$ cat config.mk
export PLATFORM = sky130hd
export DESIGN_NAME = rxidle_watchdog
export DESIGN_NICKNAME = d
export VERILOG_FILES = /design/src/rtl/rxidle_pkg.sv /design/src/rtl/rxidle_prescaler.sv /design/src/rtl/rxidle_downcnt.sv /design/src/rtl/rxidle_watchdog.sv
export SDC_FILE = /design/constraint.sdc
export NUM_CORES = 1
export LEC_CHECK = 0
export ABC_CLOCK_PERIOD_IN_PS = 3800
export BUFFER_PORTS_ARGS = -buffer_cell sky130_fd_sc_hd__buf_2
export CAP_MARGIN = 20
export CORE_ASPECT_RATIO = 2
export CORE_MARGIN = 2
export CORE_UTILIZATION = 56
export CTS_CLUSTER_DIAMETER = 80
export DETAILED_ROUTE_END_ITERATION = 12
export GPL_TIMING_DRIVEN = 0
export PLACE_DENSITY = 0.79
export SYNTH_ARGS = -nofsm -noshare
export SYNTH_HDL_FRONTEND = slang
export SYNTH_HIERARCHICAL = 1
export SYNTH_SLANG_ARGS = --single-unit
export TNS_END_PERCENT = 50
$ cat constraint.sdc
create_clock -name clk -period 3.8 [get_ports clk]
set_input_delay 0.57 -clock clk [delete_from_list [all_inputs] [get_ports clk]]
set_output_delay 0.57 -clock clk [all_outputs]
set_load 0.05 [all_outputs]
$ cat src/rtl/rxidle_pkg.sv
package rxidle_pkg;

    localparam int unsigned DEF_DIV_RATIO   = 33;
    localparam int unsigned DEF_CNT_W       = 16;
    localparam int unsigned DEF_RST_PRELOAD = 255;

    typedef struct packed {
        logic flag;
        logic irq;
    } stat_t;

endpackage

$ cat src/rtl/rxidle_prescaler.sv
module rxidle_prescaler #(
    parameter int unsigned DIV_RATIO = rxidle_pkg::DEF_DIV_RATIO
) (
    input  logic clk,
    input  logic rst_n,
    input  logic restart,
    input  logic run,
    output logic tick
);

    localparam int unsigned PRE_W = (DIV_RATIO > 2) ? $clog2(DIV_RATIO) : 1;
    localparam logic [PRE_W-1:0] LAST_PHASE = PRE_W'(DIV_RATIO - 1);

    typedef struct packed {
        logic [PRE_W-1:0] phase;
    } pre_state_t;

    pre_state_t state_d, state_q;
    logic       tick_c;

    always_comb begin
        state_d = state_q;
        tick_c  = 1'b0;
        if (restart) begin
            state_d.phase = '0;
        end else if (run) begin
            if (state_q.phase == LAST_PHASE) begin
                state_d.phase = '0;
                tick_c        = 1'b1;
            end else begin
                state_d.phase = state_q.phase + PRE_W'(1);
            end
        end
    end

    always_ff @(posedge clk or negedge rst_n) begin
        if (!rst_n) begin
            state_q <= '0;
        end else begin
            state_q <= state_d;
        end
    end

    assign tick = tick_c;

    AST_TICK_SPACED: assert property (@(posedge clk) disable iff (!rst_n)
        tick |=> !tick);

    AST_PHASE_FROZEN: assert property (@(posedge clk) disable iff (!rst_n)
        (!run && !restart) |=> $stable(state_q.phase));

endmodule

$ cat src/rtl/rxidle_downcnt.sv
module rxidle_downcnt #(
    parameter int unsigned CNT_W       = rxidle_pkg::DEF_CNT_W,
    parameter int unsigned RST_PRELOAD = rxidle_pkg::DEF_RST_PRELOAD
) (
    input  logic             clk,
    input  logic             rst_n,
    input  logic             reload,
    input  logic [CNT_W-1:0] load_val,
    input  logic             tick,
    output logic             nonzero,
    output logic             expire
);

    localparam logic [CNT_W-1:0] ONE      = CNT_W'(1);
    localparam logic [CNT_W-1:0] RST_LOAD = CNT_W'(RST_PRELOAD);

    typedef struct packed {
        logic [CNT_W-1:0] count;
    } cnt_state_t;

    cnt_state_t state_d, state_q;
    logic       expire_c;

    always_comb begin
        state_d  = state_q;
        expire_c = 1'b0;
        if (reload) begin
            state_d.count = load_val;
        end else if (tick && (state_q.count != '0)) begin
            state_d.count = state_q.count - ONE;
            expire_c      = (state_q.count == ONE);
        end
    end

    always_ff @(posedge clk or negedge rst_n) begin
        if (!rst_n) begin
            state_q <= '{count: RST_LOAD};
        end else begin
            state_q <= state_d;
        end
    end

    assign nonzero = (state_q.count != '0);
    assign expire  = expire_c;

    AST_HOLD_AT_ZERO: assert property (@(posedge clk) disable iff (!rst_n)
        (!reload && (state_q.count == '0)) |=> (state_q.count == '0));

    AST_COUNT_STEP: assert property (@(posedge clk) disable iff (!rst_n)
        (!reload && (state_q.count != '0)) |=>
            ((state_q.count == $past(state_q.count)) ||
             (state_q.count == ($past(state_q.count) - ONE))));

endmodule

$ cat src/rtl/rxidle_watchdog.sv
module rxidle_watchdog #(
    parameter int unsigned DIV_RATIO   = rxidle_pkg::DEF_DIV_RATIO,
    parameter int unsigned CNT_W       = rxidle_pkg::DEF_CNT_W,
    parameter int unsigned RST_PRELOAD = rxidle_pkg::DEF_RST_PRELOAD
) (
    input  logic             clk,
    input  logic             rst_n,
    input  logic             rx_word,
    input  logic             enable,
    input  logic [CNT_W-1:0] preload,
    input  logic             clr_status,
    output logic             timeout_flag,
    output logic             timeout_irq
);

    import rxidle_pkg::*;

    logic  reload;
    logic  tick;
    logic  nonzero;
    logic  expire;
    logic  run;
    stat_t stat_d, stat_q;

    assign reload = rx_word | clr_status;
    assign run    = enable & nonzero;

    rxidle_prescaler #(
        .DIV_RATIO (DIV_RATIO)
    ) u_prescaler (
        .clk     (clk),
        .rst_n   (rst_n),
        .restart (reload),
        .run     (run),
        .tick    (tick)
    );

    rxidle_downcnt #(
        .CNT_W       (CNT_W),
        .RST_PRELOAD (RST_PRELOAD)
    ) u_downcnt (
        .clk      (clk),
        .rst_n    (rst_n),
        .reload   (reload),
        .load_val (preload),
        .tick     (tick),
        .nonzero  (nonzero),
        .expire   (expire)
    );

    always_comb begin
        stat_d     = stat_q;
        stat_d.irq = expire;
        if (clr_status) begin
            stat_d.flag = 1'b0;
        end else if (expire) begin
            stat_d.flag = 1'b1;
        end
    end

    always_ff @(posedge clk or negedge rst_n) begin
        if (!rst_n) begin
            stat_q <= '0;
        end else begin
            stat_q <= stat_d;
        end
    end

    assign timeout_flag = stat_q.flag;
    assign timeout_irq  = stat_q.irq;

    AST_IRQ_SINGLE: assert property (@(posedge clk) disable iff (!rst_n)
        timeout_irq |=> !timeout_irq);

    AST_IRQ_WITH_FLAG: assert property (@(posedge clk) disable iff (!rst_n)
        timeout_irq |-> timeout_flag);

    AST_FLAG_STICKY: assert property (@(posedge clk) disable iff (!rst_n)
        (timeout_flag && !clr_status) |=> timeout_flag);

    AST_CLEAR_WINS: assert property (@(posedge clk) disable iff (!rst_n)
        clr_status |=> (!timeout_flag && !timeout_irq));

    AST_DATA_WINS: assert property (@(posedge clk) disable iff (!rst_n)
        rx_word |=> !timeout_irq);

endmodule

=== Yosys cells after proc, flatten, opt, wreduce, memory -nomap -nowiden ===
Cells that the tools add are included.

* Bits in registers: 24
* Bits in latches: 0
* Memory bits (writable): 0
* Memory bits (read-only): 0
* Input bits: 21
* Memories kept: 0

* Add/subtract/negate cells: 2
* $mul: 0
* Div/mod/pow operators: 0
* Magnitude comparators: 0
* Eq/ne operators: 2
* Shift-type cells: 0
* Muxes and demuxes: 12
* Bitwise gates (word level): 2
* Reduce and logical (&&, ||, !) cells: 5

{| class="wikitable"
|+ Operator list
! cell !! count
|-
| 16-bit two-way mux || 2
|-
| 6-bit two-way mux || 3
|-
| 16-bit by 1-bit equality test with 1-bit output (second input constant) || 1
|-
| 16-bit nonzero test || 1
|-
| 16-bit by 1-bit subtractor with 16-bit output (second input constant) || 1
|-
| 1-bit two-way mux || 7
|-
| 6-bit by 1-bit adder with 6-bit output (second input constant) || 1
|-
| 6-bit equality test (second input constant) || 1
|-
| 2-bit nonzero test || 3
|-
| 1-bit bitwise AND || 1
|-
| 1-bit logical AND || 1
|-
| 1-bit bitwise OR || 1
|}

=== Longest topological paths before layout ===
Gate-level depths: netlist (run 1).

* Word-level depth: 9
* Mapped depth: 14
* Depth with buffers taken out: 11

=== Cells and area by module ===
The synthesis (run 1) kept the hierarchy.

{| class="wikitable"
|+ By module, submodules not included
! module !! times used !! cells an instance !! area each (um^2) !! sequential area each (um^2)
|-
| rxidle_downcnt || 1 || 140 || 1156.1 || 410.4
|-
| rxidle_prescaler || 1 || 36 || 364.1 || 150.1
|-
| rxidle_watchdog || 1 || 5 || 72.6 || 50.0
|}

=== Worst setup path before layout (run 1) ===
No wires, ideal clock.

* Path type: reg-to-reg
* Start: register u_downcnt/state_q[0] in the netlist's numbering
* End: register u_downcnt/state_q[7] in the netlist's numbering
* Library setup time: 0.073 ns
* Arrival: 3.230 ns
* Path slack: 0.497 ns
* Cell stages (with the launch flop): 15
* Clock period less this slack: 3.303 ns
* Cell sequence: dfstp_2 > inv_1 > ha_1 > nor4b_1 > nand4_1 > and2_1 > buf_4 > nand2b_1 > nor3_1 > buf_6 > or4b_1 > buf_2 > or3_4 > a311o_1 > a21oi_1

* Word-level cells in the longest chain between the ends: 6
* Elaborated cells on any way between the ends: 9
* Those cells by class: 1 x add/sub; 4 x mux; 1 x bitwise; 3 x reduce/logical

{| class="wikitable"
|+ Ends and longest elaborated chain
! element !! line !! RTL
|-
| start, declared || rxidle_downcnt.sv:21 || <nowiki>cnt_state_t state_d, state_q;</nowiki>
|-
| start signal, assigned || rxidle_downcnt.sv:37 || <nowiki>state_q <= '{count: RST_LOAD};</nowiki>
|-
| start signal, assigned || rxidle_downcnt.sv:39 || <nowiki>state_q <= state_d;</nowiki>
|-
| 16-bit nonzero test || rxidle_downcnt.sv:43 || <nowiki>assign nonzero = (state_q.count != '0);</nowiki>
|-
| net nonzero || rxidle_watchdog.sv:20 || <nowiki>logic nonzero;</nowiki>
|-
| 1-bit bitwise AND || rxidle_watchdog.sv:26 || <nowiki>assign run = enable & nonzero;</nowiki>
|-
| net run || rxidle_watchdog.sv:22 || <nowiki>logic run;</nowiki>
|-
| 1-bit two-way mux || rxidle_prescaler.sv:26 || <nowiki>end else if (run) begin</nowiki>
|-
| 1-bit two-way mux || rxidle_prescaler.sv:24 || <nowiki>if (restart) begin</nowiki>
|-
| net tick || rxidle_watchdog.sv:19 || <nowiki>logic tick;</nowiki>
|-
| 1-bit logical AND || rxidle_downcnt.sv:29 || <nowiki>end else if (tick && (state_q.count != '0)) begin</nowiki>
|-
| 2-bit nonzero test (no source line) || -- ||
|}

The timed path passes the listed nets, and every way through them passes these cells. The select of a mux whose other input is x is not followed.
A chain may end at the register's enable or synchronous reset.

=== Worst setup path in the final report (run 1) ===
* Start: register u_downcnt/state_q[0] in the netlist's numbering
* End: register u_downcnt/state_q[8] in the netlist's numbering

The elaborated chain is that of the path after synthesis.

==> PnR_summary.wiki, run 1 <==
{| class="wikitable"
! Metric !! Value
|-
| Run status || complete, no violations
|-
| CTS tree || done
|-
| Class of the most critical setup path || flop to flop
|-
| Placed standard-cell area || about 1700 um2
|-
| Maximum root-to-sink buffer count || 2
|-
| Post-Synth XOR/XNOR Area || ~1.1%
|-
| Arrival time worst endpoint || 3.75 ns
|-
| Final hold viol count || 0
|-
| Die X-Extent || roughly 42 um
|-
| Final RePlAce weighted congestion || between 0.9 and 1
|-
| Buffers added on ports || 22
|-
| Worst reg2reg startpoint || u_downcnt/state_q[0]
|-
| Share of synthesized area occupied by flip-flops and latches || 38.3%
|-
| Die area || about 3300 um2
|-
| Via count of the first global-routing pass || 1626
|-
| Clock Skews || 0.00684 ns
|-
| Shortest period the worst path allows || between 3 and 4 ns
|-
| Global-route wire length before repair || between 7000 and 8000 um
|-
| Maximum level of the CTS H-tree || 1
|-
| FP Rows || 27
|-
| Total wirelength of the detailed-routed design || roughly 4200 um
|-
| Setup slack of the most critical reg-to-reg path || around 0.18 ns
|-
| Number of antenna repair diodes || 0
|-
| Aggregate global-route resource usage || 27.6%
|-
| Slew margin rel. || a little over a third
|-
| Synth warn || 6
|-
| Area of the core || around 2700 um2
|-
| Worst min path class || primary input to async pin
|-
| Final core utilization || around 67%
|-
| Area added between synthesis and finish || 14.5%
|-
| Final Setup Violations || 0
|-
| Worst EP required || between 3 and 4 ns
|-
| Power density relative to cell area || ~300 nW/um2
|-
| Tcrit/Tclk final || 95.4%
|-
| Chip Height || between 70 and 80 um
|-
| Total non-filler cell area in the finished layout || around 1800 um2
|-
| Maximum fanout count along the critical path || 8
|-
| Gr ovfl total || 0
|-
| Number of buffers added by the clock tree synthesis step || 3
|-
| Maximum achievable frequency || between 0.2 and 0.3 GHz
|-
| Synth Area in Compound Gates || 18.4%
|-
| Syn Nets || slightly above 200
|-
| Clock latency on the worst-skew pair || between 0.2 and 0.3 ns
|-
| Detailed-route via count || 1548
|-
| Count of filler cells inserted in the layout || around 240
|-
| Syn Std Cell Area || approximately 1600 um2
|-
| Final-layout worst hold slack || 0.287 ns
|-
| CTS Root Cell || clkbuf_8
|-
| DRC violation total after the first TritonRoute iteration || 68
|-
| Total of flip-flops plus latches after synthesis || 24
|-
| Leakage component of the power || 0.747 nW
|-
| Number of clock sinks seen by CTS || 24
|-
| Synthesized area per cell || a little under 9 um2
|-
| Routed WL per cell || approximately 17 um
|-
| Post-detailed-route via-to-cell ratio || around 6.5
|-
| Ratio of cells with drive above 1 in the final layout || between 20% and 30%
|-
| Largest vdd supply drop || 0.239 mV
|-
| Clock Pin Slew Worst Setup and Hold Paths || ~0.090 ns
|-
| Max-cap violations || 0
|-
| Synth Area in Simple Gates || 30.1%
|-
| Yosys cell types || 52
|-
| Post-layout power || 0.000558 W
|-
| Multiplexer share of the synthesized area || under 10%
|-
| Combinational family with the most area after synthesis || simple AND/OR/NAND/NOR gates
|-
| # DRC || 0
|-
| Fin. max-slew vios || 0
|-
| Final antenna-violating net count || 0
|-
| Pin count of the biggest net entering global routing || 25
|-
| Final nets || roughly 240
|-
| Synthesized-area fraction occupied by adder cells || around 3.1%
|-
| Post-CTS Hold Buffers || 0
|-
| RSZ-0062 raised after global routing || false
|-
| Post-synthesis instance total || around 180
|-
| Transition time of the tightest slew-check pin || between 0.9 and 1 ns
|-
| Setup_tns || 0 ns
|-
| Source of the critical timing path || u_downcnt/state_q[0]
|-
| Worst Setup Start Kind || flop
|-
| Setup crit end kind || flop
|-
| Post-detail-place hpwl || between 3000 and 4000 um
|-
| Antenna violations before repair || 0
|-
| Count of boundary I/O pins || 23
|-
| Initial DRT Pass Iterations || 6
|-
| Starting Density || 58.2%
|}
routing by layer:
layer	up-vias	share of wire (%)	GRT usage (%)
li1	722	-	-
met1	755	34	26.4
met2	59	59	55.2
met3	12	4.2	2.71
met4	0	2.2	13.5
met5	-	0	0
path summary, 6_finish.rpt:
path	to	cells after the start
max	u_downcnt/state_q[8]	13
min	u_prescaler/state_q[0]	1
min reg2reg	timeout_flag	1
max reg2reg	u_downcnt/state_q[8]	13
max in group asynchronous	u_downcnt/state_q[3]	1
min in group clk	u_downcnt/state_q[1]	3
report_power, final:
| part | leakage, nW | internal [W] | total [W] | switching (W) |
|---|---|---|---|---|
| registers | 0.290 | 0.000276 | 0.000297 | 0.0000213 |
| logic | 0.429 | 0.0000358 | 0.0000869 | 0.0000512 |
| clock network | 0.0288 | 0.0000925 | 0.000174 | 0.0000818 |
| total | 0.747 | 0.000404 | 0.000558 | 0.000154 |
layout make-up:
type	count	area (um2)	share of cell area, %
multi-input combinational	137	897	49.2
sequential	24	611	33.5
timing repair buffer	25	133	7.27
buffer	11	58.8	3.22
clock buffer	4	55.1	3.02
tap	29	36.3	1.99
inverter	9	33.8	1.85
state kept, by name, indices dropped and copies added, names as in the netlist:
| signal | flops |
|---|---|
| u_prescaler/state_q | 6 |
| u_downcnt/state_q | 16 |
| timeout_irq | 1 |
| timeout_flag | 1 |
critical path, stage by stage, from the launching register on:
cell	delay, ns
dfstp_2	0.40
inv_1	0.11
ha_2	0.25
nor4b_1	0.80
nand4_1	0.46
and2_1	0.27
buf_4	0.16
nand2b_1	0.10
nor3_2	0.05
buf_6	0.13
nand4bb_1	0.24
a311oi_1	0.12
a221oi_1	0.31
a21oi_1	0.07
cell usage after synthesis (all sizes together):
master,number,area [um2]
mux2i,5,50.1
dfrtp,16,400
a21o,1,7.51
or4b,1,10.0
clkbuf,7,27.5
nor4,6,50.0
o21ai,9,45.0
nand4,3,18.8
o21a,1,7.51
o21bai,1,7.51
nor3b,3,22.5
nand3,6,30.0
or2,1,6.26
nand2,18,67.6
xor2,2,17.5
o311ai,3,26.3
and4bb,1,12.5
o21ba,1,10.0
nand4bb,2,27.5
inv,9,33.8
ha,4,50.1
and2,2,12.5
a311o,1,10.0
buf,4,31.3
a311oi,1,8.76
or3,6,42.5
a41oi,1,8.76
a21oi,13,68.8
a31o,1,8.76
a221oi,1,8.76
nor4b,1,8.76
o211ai,5,42.5
a211oi,1,7.51
nor2,15,56.3
dfstp,8,210
or3b,1,8.76
nor2b,2,12.5
nor3,6,30.0
o31ai,1,7.51
o2111ai,1,8.76
or4,5,37.5
o31a,1,8.76
nand2b,4,25.0
cell families (layout without fill, tap and decap cells):
kind of cell,after synthesis,in the layout
muxes,5,5
buffers and inverters,20,49
adders and majority gates,4,4
AOI/OAI and AO/OA,43,43
xor gates and xnor gates,2,2
DFF,24,24
and+or+nand+nor,83,83
cell usage in the layout (no fill, tap or decap), types with 2 or more instances in the layout:
master and n:
o211ai_1 4, nor3_1 5, nand2_1 18, a21oi_1 12, o21ai_0 8, dfstp_2 8, clkbuf_8 4, ha_1 3
nand4_1 3, or4_1 5, nand3_1 6, nor3b_1 3, nor4_1 4, mux2i_1 5, nand2b_1 4, dfrtp_1 16
xor2_1 2, nor4_2 2, inv_1 9, nor2b_1 2, o311ai_0 3, buf_2 23, and2_1 2, nor2_1 15
buf_4 5, clkbuf_1 6, or3_1 5
through the flow:
step,cells,setup WS [ns]
2_1_floorplan,181,0.497
3_3_place_gp,232,0.134
3_5_place_dp,232,0.0863
4_1_cts,236,0.0455
5_1_grt,239,0.0209
6_report,239,0.176
repair_timing:
action	CTS	global route
endpoints found under the setup margin	0	7
buffers inserted	0	3
gates resized for setup	0	2
Note: power is estimated with default switching activity, not from simulation.
==> inputs of run 2 (changes only) <==
- CORE_MARGIN: 2 -> 10
==> run 2 against run 1 <==
- clock power down 9%
- non-clock buffer count unchanged
- setup slack improved by 0.067 ns
- first-iteration DRC count decreased by 50%
- design area is 0.21% lower
- worst hold slack worse by 0.032 ns
- critical path depth up 1
- combinational power fell by 2%
- final cell count did not move
- largest cell class unchanged
- highest routed layer unchanged
==> PnR_summary.wiki, run 2 (synthesis gave the netlist of run 1 again) <==
{| class="wikitable"
! Metric !! Value
|-
| Arrival time worst endpoint || 3.75 ns (about the same)
|-
| Number of antenna repair diodes || 0 (unchanged)
|-
| Tcrit/Tclk final || 93.6% (was 95.4%)
|-
| Max-cap violations || 0 (unchanged)
|-
| Setup crit end kind || flop (unchanged)
|-
| Maximum root-to-sink buffer count || 2 (unchanged)
|-
| Via count of the first global-routing pass || 1586 (was 1626)
|-
| Detailed-route via count || 1526 (was 1548)
|-
| Starting Density || 58.2% (unchanged)
|-
| Die X-Extent || 57.7 um (was 41.7 um)
|-
| FP Rows || 27 (unchanged)
|-
| CTS Root Cell || clkbuf_8 (unchanged)
|-
| Transition time of the tightest slew-check pin || 0.624 ns (was 0.961 ns)
|-
| Routed WL per cell || 17.0 um (was 17.4 um)
|-
| Leading cell types in the layout, fill and taps excluded || buf_2, nand2_1, dfrtp_1 (unchanged)
|-
| Post-detail-place hpwl || 3050 um (was 3090 um)
|-
| Total non-filler cell area in the finished layout || 1820 um2 (about the same)
|-
| Total wirelength of the detailed-routed design || 4060 um (was 4160 um)
|-
| DRC violation total after the first TritonRoute iteration || 34 (was 68)
|-
| Placed standard-cell area || 1740 um2 (unchanged)
|-
| Slew margin rel. || 58.0% (was 35.0%)
|-
| Clock Skews || 0.0101 ns (was 0.00684 ns)
|-
| Registers with the most flip-flops || u_downcnt/state_q x16, u_prescaler/state_q x6 (unchanged)
|-
| Chip Height || 95.4 um (was 79.4 um)
|-
| Largest vdd supply drop || 0.230 mV (was 0.239 mV)
|-
| Post-detailed-route via-to-cell ratio || 6.38 (was 6.48)
|-
| Most frequent standard cell in the layout excluding fill and tap cells || buf_2 (unchanged)
|-
| Final nets || 236 (unchanged)
|-
| Area of the core || 2740 um2 (unchanged)
|-
| Count of filler cells inserted in the layout || 241 (was 237)
|-
| Post-layout power || 0.000541 W (was 0.000558 W)
|-
| Number of flip-flops in the largest register || 16 (unchanged)
|-
| Area added between synthesis and finish || 14.3% (was 14.5%)
|-
| Buffers added on ports || 22 (unchanged)
|-
| Shortest period the worst path allows || 3.56 ns (was 3.62 ns)
|-
| Run status || complete, no violations (unchanged)
|-
| Maximum fanout count along the critical path || 10 (was 8)
|-
| Maximum achievable frequency || 0.281 GHz (was 0.276 GHz)
|-
| CTS tree || done (unchanged)
|-
| Clock latency on the worst-skew pair || 0.27 ns (about the same)
|-
| Number of buffers added by the clock tree synthesis step || 3 (unchanged)
|-
| Global-route wire length before repair || 6940 um (was 7100 um)
|-
| Class of the most critical setup path || flop to flop (unchanged)
|-
| Pin count of the biggest net entering global routing || 25 (unchanged)
|-
| Clock Pin Slew Worst Setup and Hold Paths || 0.09 ns (about the same)
|-
| # DRC || 0 (unchanged)
|-
| Gr ovfl total || 0 (unchanged)
|-
| Fin. max-slew vios || 0 (unchanged)
|-
| Leakage component of the power || 0.741 nW (was 0.747 nW)
|-
| Antenna violations before repair || 0 (unchanged)
|-
| Final Setup Violations || 0 (unchanged)
|-
| Power density relative to cell area || 297 nW/um2 (was 306 nW/um2)
|-
| Initial DRT Pass Iterations || 4 (was 6)
|-
| Final antenna-violating net count || 0 (unchanged)
|-
| Most flop-heavy register || u_downcnt/state_q (unchanged)
|-
| Ratio of cells with drive above 1 in the final layout || 24.8% (unchanged)
|-
| Die area || 5510 um2 (was 3310 um2)
|-
| Final hold viol count || 0 (unchanged)
|-
| Number of clock sinks seen by CTS || 24 (unchanged)
|-
| Count of boundary I/O pins || 23 (unchanged)
|-
| Maximum level of the CTS H-tree || 1 (unchanged)
|-
| Worst Setup Start Kind || flop (unchanged)
|-
| Final RePlAce weighted congestion || 0.929 (was 0.946)
|-
| Worst min path class || primary input to async pin (unchanged)
|-
| Aggregate global-route resource usage || 15.5% (was 27.6%)
|-
| Worst EP required || 4.00 ns (was 3.92 ns)
|}
run 2: cell counts in the layout (fill, tap and decap cells not counted):
Identical to the previous run, type by type.
run 2: area by class of cell:
type	instances	area [um2]	area share [%]
Multi-Input combinational cell	137	903	49.6
Buffer	11	58.8	3.23
Timing Repair Buffer	25	133	7.29
Inverter	9	33.8	1.86
Tap cell	29	36.3	1.99
Clock buffer	4	45.0	2.47
Sequential cell	24	611	33.5
run 2: timing repair:
action	in CTS	in global routing
resized for setup	0	3
setup buffers	0	3
hold buffers	0	0
endpoints found under the setup margin	0	9
endpoints found under the hold margin	0	0
run 2: per-stage QoR:
stage | utilization [%] | std cells | hold slack (ns) | setup TNS (ns) | setup slack, ns
floorplan | - | 181 | 0.274 | 0 | 0.497
global placement | 63.6 | 232 | 0.475 | 0 | 0.138
detailed placement | 63.6 | 232 | 0.493 | 0 | 0.102
CTS | 65.2 | 236 | 0.289 | 0 | 0.0595
global route | 66.5 | 239 | 0.292 | -0.0232 | -0.0232
finish | 66.5 | 239 | 0.254 | 0 | 0.244
run 2: path summary, 6_finish.rpt:
| check | depth (start not counted) | end | slack, ns | startpoint |
|---|---|---|---|---|
| worst max-delay path | 14 | u_downcnt/state_q[7] | 0.24 | u_downcnt/state_q[0] |
| worst min-delay path | 1 | u_prescaler/state_q[2] | 0.25 | rst_n |
| min in group clk | 3 | u_downcnt/state_q[1] | 0.50 | preload[1] |
| worst max register to register | 14 | u_downcnt/state_q[7] | 0.24 | u_downcnt/state_q[0] |
| max in group asynchronous | 1 | u_downcnt/state_q[7] | 3.16 | rst_n |
| worst min register to register | 1 | timeout_flag | 0.51 | timeout_flag |
run 2: where the power goes:
group	switching, W	total (W)	internal, W
combinational	0.0000496	0.0000855	0.0000359
sequential	0.0000211	0.000297	0.000276
clock	0.0000831	0.000158	0.0000751
total	0.000154	0.000541	0.000387
run 2: worst max-delay path, cell delays in order (launching register included):
cell and delay [ns]:
dfstp_2 0.57, inv_1 0.08, ha_2 0.22, nor4b_2 0.19
nand4_1 0.27, and2_1 0.18, buf_4 0.15, nand2b_1 0.09
nor3_2 0.14, buf_6 0.16, or4b_1 0.43, buf_2 0.18
or3_4 0.34, a311o_1 0.33, a21oi_1 0.14
run 2: per-layer routing:
layer  up-vias  track usage [%]  wire, um
met1       744             15.0      1460
met3        13             2.40       169
li1        721                -         -
met5         -                0         0
met4         0             8.66       118
met2        48             29.5      2310
